===== src/rtl/dec_pkg.sv =====
package dec_pkg;
  localparam int CODE_W = 4;
  localparam int SEL_W  = CODE_W / 2;
  localparam int GRP_W  = 1 << SEL_W;
  localparam int N_GRP  = 1 << SEL_W;
  localparam int OUT_W  = 1 << CODE_W;

  // One-hot image of a select value: bit s is set.
  function automatic logic [GRP_W-1:0] sel_onehot(input logic [SEL_W-1:0] s);
    logic [GRP_W-1:0] r;
    r    = '0;
    r[s] = 1'b1;
    return r;
  endfunction
endpackage


===== src/rtl/stage_reg.sv =====
module stage_reg #(
  parameter int W = 1
) (
  input  logic         clk,
  input  logic         rst_n,
  input  logic [W-1:0] d,
  output logic [W-1:0] q
);
  always_ff @(posedge clk or negedge rst_n) begin
    if (!rst_n) q <= '0;
    else        q <= d;
  end
endmodule


===== src/rtl/dec2_unit.sv =====
module dec2_unit
  import dec_pkg::*;
(
  input  logic             clk,
  input  logic             rst_n,
  input  logic             en,
  input  logic [SEL_W-1:0] sel,
  output logic [GRP_W-1:0] q
);
  logic [GRP_W-1:0] nxt;

  always_comb nxt = en ? sel_onehot(sel) : '0;

  always_ff @(posedge clk or negedge rst_n) begin
    if (!rst_n) q <= '0;
    else        q <= nxt;
  end

  AST_UNIT_OFF_ZERO: assert property (@(posedge clk) disable iff (!rst_n)
    !en |=> (q == '0)) else $error("disabled unit not cleared");
  AST_UNIT_ON_ONEHOT: assert property (@(posedge clk) disable iff (!rst_n)
    en |=> $onehot(q)) else $error("enabled unit not one-hot");
endmodule


===== src/rtl/pipe_dec16.sv =====
module pipe_dec16
  import dec_pkg::*;
(
  input  logic              clk,
  input  logic              rst_n,
  input  logic [CODE_W-1:0] code_in,
  input  logic              code_valid,
  output logic [OUT_W-1:0]  dec_out,
  output logic              dec_valid
);
  // Named internal events for the checks below.
  logic [N_GRP-1:0] grp_sel;   // stage-1 registered group enable
  logic [SEL_W-1:0] lo_d;      // lower code bits, aligned with grp_sel
  logic             v1;        // stage-1 valid

  dec2_unit u_hi (
    .clk(clk), .rst_n(rst_n), .en(code_valid),
    .sel(code_in[CODE_W-1 -: SEL_W]), .q(grp_sel)
  );

  stage_reg #(.W(SEL_W + 1)) u_lo_dly (
    .clk(clk), .rst_n(rst_n),
    .d({code_valid, code_in[SEL_W-1:0]}),
    .q({v1, lo_d})
  );

  stage_reg #(.W(1)) u_v2 (
    .clk(clk), .rst_n(rst_n), .d(v1), .q(dec_valid)
  );

  for (genvar k = 0; k < N_GRP; k++) begin : g_grp
    dec2_unit u_lo (
      .clk(clk), .rst_n(rst_n), .en(grp_sel[k]),
      .sel(lo_d), .q(dec_out[k*GRP_W +: GRP_W])
    );
    AST_GROUP_IDLE: assert property (@(posedge clk) disable iff (!rst_n)
      !grp_sel[k] |=> (dec_out[k*GRP_W +: GRP_W] == '0))
      else $error("unselected group active");
  end

  AST_STAGE1_VALID: assert property (@(posedge clk) disable iff (!rst_n)
    code_valid |=> v1) else $error("stage-1 valid lost");
  AST_STAGE2_VALID: assert property (@(posedge clk) disable iff (!rst_n)
    v1 |=> dec_valid) else $error("output valid lost");
  AST_NO_SPURIOUS_VALID: assert property (@(posedge clk) disable iff (!rst_n)
    !v1 |=> !dec_valid) else $error("spurious output valid");
  AST_SEL_ONEHOT: assert property (@(posedge clk) disable iff (!rst_n)
    v1 |-> $onehot(grp_sel)) else $error("group select not one-hot");
  AST_SEL_IDLE: assert property (@(posedge clk) disable iff (!rst_n)
    !v1 |-> (grp_sel == '0)) else $error("group select while idle");
  AST_OUT_ONEHOT: assert property (@(posedge clk) disable iff (!rst_n)
    dec_valid |-> $onehot(dec_out)) else $error("output not one-hot");
  AST_OUT_IDLE: assert property (@(posedge clk) disable iff (!rst_n)
    !dec_valid |-> (dec_out == '0)) else $error("output not zero when idle");
endmodule


===== config.mk =====
export PLATFORM = sky130hd
export DESIGN_NAME = pipe_dec16
export DESIGN_NICKNAME = d
export VERILOG_FILES = /design/src/rtl/dec_pkg.sv /design/src/rtl/stage_reg.sv /design/src/rtl/dec2_unit.sv /design/src/rtl/pipe_dec16.sv
export SDC_FILE = /design/constraint.sdc
export NUM_CORES = 1
export LEC_CHECK = 0
export ABC_AREA = 1
export BUFFER_PORTS_ARGS = -buffer_cell sky130_fd_sc_hd__buf_2
export CORE_UTILIZATION = 50
export CTS_BUF_LIST = sky130_fd_sc_hd__clkbuf_4
export DETAILED_ROUTE_END_ITERATION = 7
export PLACE_DENSITY = 0.79
export SYNTH_ARGS = -nofsm -noshare
export SYNTH_HDL_FRONTEND = slang
export SYNTH_HIERARCHICAL = 1
export SYNTH_SLANG_ARGS = --single-unit

===== constraint.sdc =====
create_clock -name clk -period 1 [get_ports clk]
set_clock_uncertainty 0.15 [all_clocks]
set_input_delay 0.1 -clock clk [delete_from_list [all_inputs] [get_ports clk]]
set_output_delay 0.1 -clock clk [all_outputs]
set_load 0.05 [all_outputs]

==> results_dict.tcl <==
set metrics [dict create \
    status "finished with violations" \
    hold_viol 0 \
    synth_most_common_cell "dfrtp_1" \
    first_pass_iters 3 \
    place_congestion 0.726 \
    synthesis.instances 64 \
    die_y_um 40.8 \
    crit_type "register to primary output" \
    worstPathArrival_ns 0.85 \
    die_w_um 40.8 \
    root_buffer "clkbuf_4" \
    vias 494 \
    tns_ns -1.49 \
    drtIter0Drc 13 \
    antennaDiodeCount 0 \
    fin_ws_ns -0.0999 \
    p_leak_nw 0.594 \
    drive_above_1_share 0.292 \
    worstPathRequired_ns 0.75 \
    synth_area_um2 751 \
    synth_top_area_frac 0.800 \
    portBuffers 23 \
    die_area_um2 1660 \
    numCtsBuffers 3 \
    antenna_found_initial 0 \
    routedWlPerCell_um 10.2 \
    cp_slowest_stage_delay_ns 0.40 \
    slew_viol_final 0 \
    vias_per_cell 4.45 \
    syn_nets 71 \
    rsz0062_at_grt "yes" \
    ys_ff_latch 24 \
    route.met3.wl_um 44 \
    m1WireLength_um 495 \
    violations "negative setup slack" \
    initial_utilization 0.556 \
    synth_area_leader_cell "dfrtp_1" \
    path_cells "buf_6" \
    clock_latency_ns 0.30 \
    grt_use_total 0.167 \
    gr-total-overflow 0 \
    synth_edf_count 0 \
    num_rows 13 \
    area_delta_synth_final_pct 43.3 \
    yosysSeqAreaShare 0.800 \
    async_flop_share 1.00 \
    coreArea_um2 1350 \
    start_kind "register" \
    grt_pass1_vias 469 \
    cts_buffer_depth 2 \
    ys_top_cells_by_area "dfrtp_1, nor2_1, inv_1" \
    critPathCaptureType "primary output" \
    synthTopCellsByCount "dfrtp_1, nor2_1, inv_1, nand2_1" \
    cts_tree "yes" \
    drc 0 \
    postCtsSetupBuffers 0 \
    final_area_um2 1080 \
    setup_violations 17 \
    cp_num_buf_inv 1 \
    peakVddDrop_mv 1.26 \
    place_hpwl_um 660 \
    wl_met2_um 583 \
    cts.sinks 24 \
    crit_path_top_delay_cell "dfrtp_1" \
    maxSlewHeadroom 0.675 \
    syn_area_per_cell_um2 11.7 \
    top_layer_used "met4" \
    tightest_slew_ns 0.487 \
    cts.clk_slew.worst_paths_ns 0.11 \
    io_pins 24 \
    final_net_count 105 \
    synth_flop_cell "dfrtp_1" \
    crit_family "flip-flops" \
    period_needed_ns 1.10 \
    grt_max_degree 25 \
    routed_wl_um 1130 \
    max_freq_mhz 909 \
    ys.warnings.count 6 \
    drv_cap 0 \
    period_share 1.10 \
    path_max_fanout 1 \
    grt_first_pass_wirelength_um 1750 \
    ant_nets 0 \
    holdCritPathClass "input port to async pin" \
    placed_area_um2 885 \
    htree_num_levels 1 \
    ys_types 4 \
    power.density_nw_per_um2 1440 \
]
[layout make-up]
cell class / count / area (um2)
flip-flops and latches: 24 / 603
repair buffers: 29 / 282
fillers: 81 / 274
multi-input cells: 30 / 113
inverters: 10 / 37.5
clock buffers: 3 / 22.5
well taps: 15 / 18.8
[kinds of logic (layout without fill, tap and decap cells)]
kind of cell / count (synthesis) / count (layout) / share of synthesized area
buffers and inverters: 10 / 42 / 0.0500
AND/OR/NAND/NOR: 30 / 30 / 0.150
flip-flops: 24 / 24 / 0.800
[worst reg2reg max path: stages (launching register included)]
cell and delay [ns]:
dfrtp_2 0.48, inv_1 0.07, nand2_1 0.06, nor2_1 0.10
[state kept, by name (all words and copies together), names as in the netlist]
register / count
u_hi/q: 4
u_v2/q: 1
u_lo_dly/q: 3
g_grp.u_lo/q: 16
[report_power, final]
part / internal, mW / total [mW] / switching, mW
registers: 0.995 / 1.02 / 0.0203
logic: 0.0561 / 0.147 / 0.0907
clock network: 0.140 / 0.387 / 0.246
[per-stage QoR]
| step | util | hold slack, ns | cells | worst slack [ns] | power, mW |
|---|---|---|---|---|---|
| final | 0.797 | 0.131 | 111 | -0.0999 | 1.55 |
| after global routing | 0.797 | 0.184 | 111 | -0.141 | 1.62 |
| after floorplan | - | -0.346 | 64 | 0.135 | 1.10 |
| after detailed placement | 0.655 | -0.0592 | 102 | 0.0403 | 1.14 |
| after global placement | 0.655 | -0.0656 | 102 | 0.0626 | 1.14 |
| after CTS | 0.796 | 0.144 | 111 | -0.109 | 1.56 |
[worst paths after layout]
path	startpoint	endpoint	slack, ns	depth (start not counted)
setup / recovery	g_grp[2].u_lo/q[2]$_DFF_PN0_	dec_out[10]	-0.1	1
hold / removal	rst_n	g_grp[1].u_lo/q[0]$_DFF_PN0_	0.13	2
setup reg to reg	u_lo_dly/q[0]$_DFF_PN0_	g_grp[1].u_lo/q[2]$_DFF_PN0_	0.08	3
hold reg to reg	u_lo_dly/q[2]$_DFF_PN0_	u_v2/q$_DFF_PN0_	0.22	0
max in group asynchronous	rst_n	u_lo_dly/q[0]$_DFF_PN0_	0.22	2
min in group clk	u_lo_dly/q[2]$_DFF_PN0_	u_v2/q$_DFF_PN0_	0.22	0
[routing by layer]
layer / GRT usage / vias to the layer above
met1: 0.197 / 229
li1: - / 248
met2: 0.282 / 15
met4: 0.100 / 0
met5: 0 / -
met3: 0.0326 / 2
[timing repair]
item	4_1_cts	5_1_grt
hold buffers	6	0
hold endpoints to repair	31	0
setup endpoints to repair	18	24
gates resized for setup	35	1
[layout by cell type (no fill, tap or decap)]
master	n
buf_6	17
nand2_1	10
dfrtp_1	22
dfrtp_2	2
buf_2	6
clkbuf_4	3
dlygate4sd3_1	6
inv_1	10
nor2_1	20
Note: power is estimated with default switching activity, not from simulation.
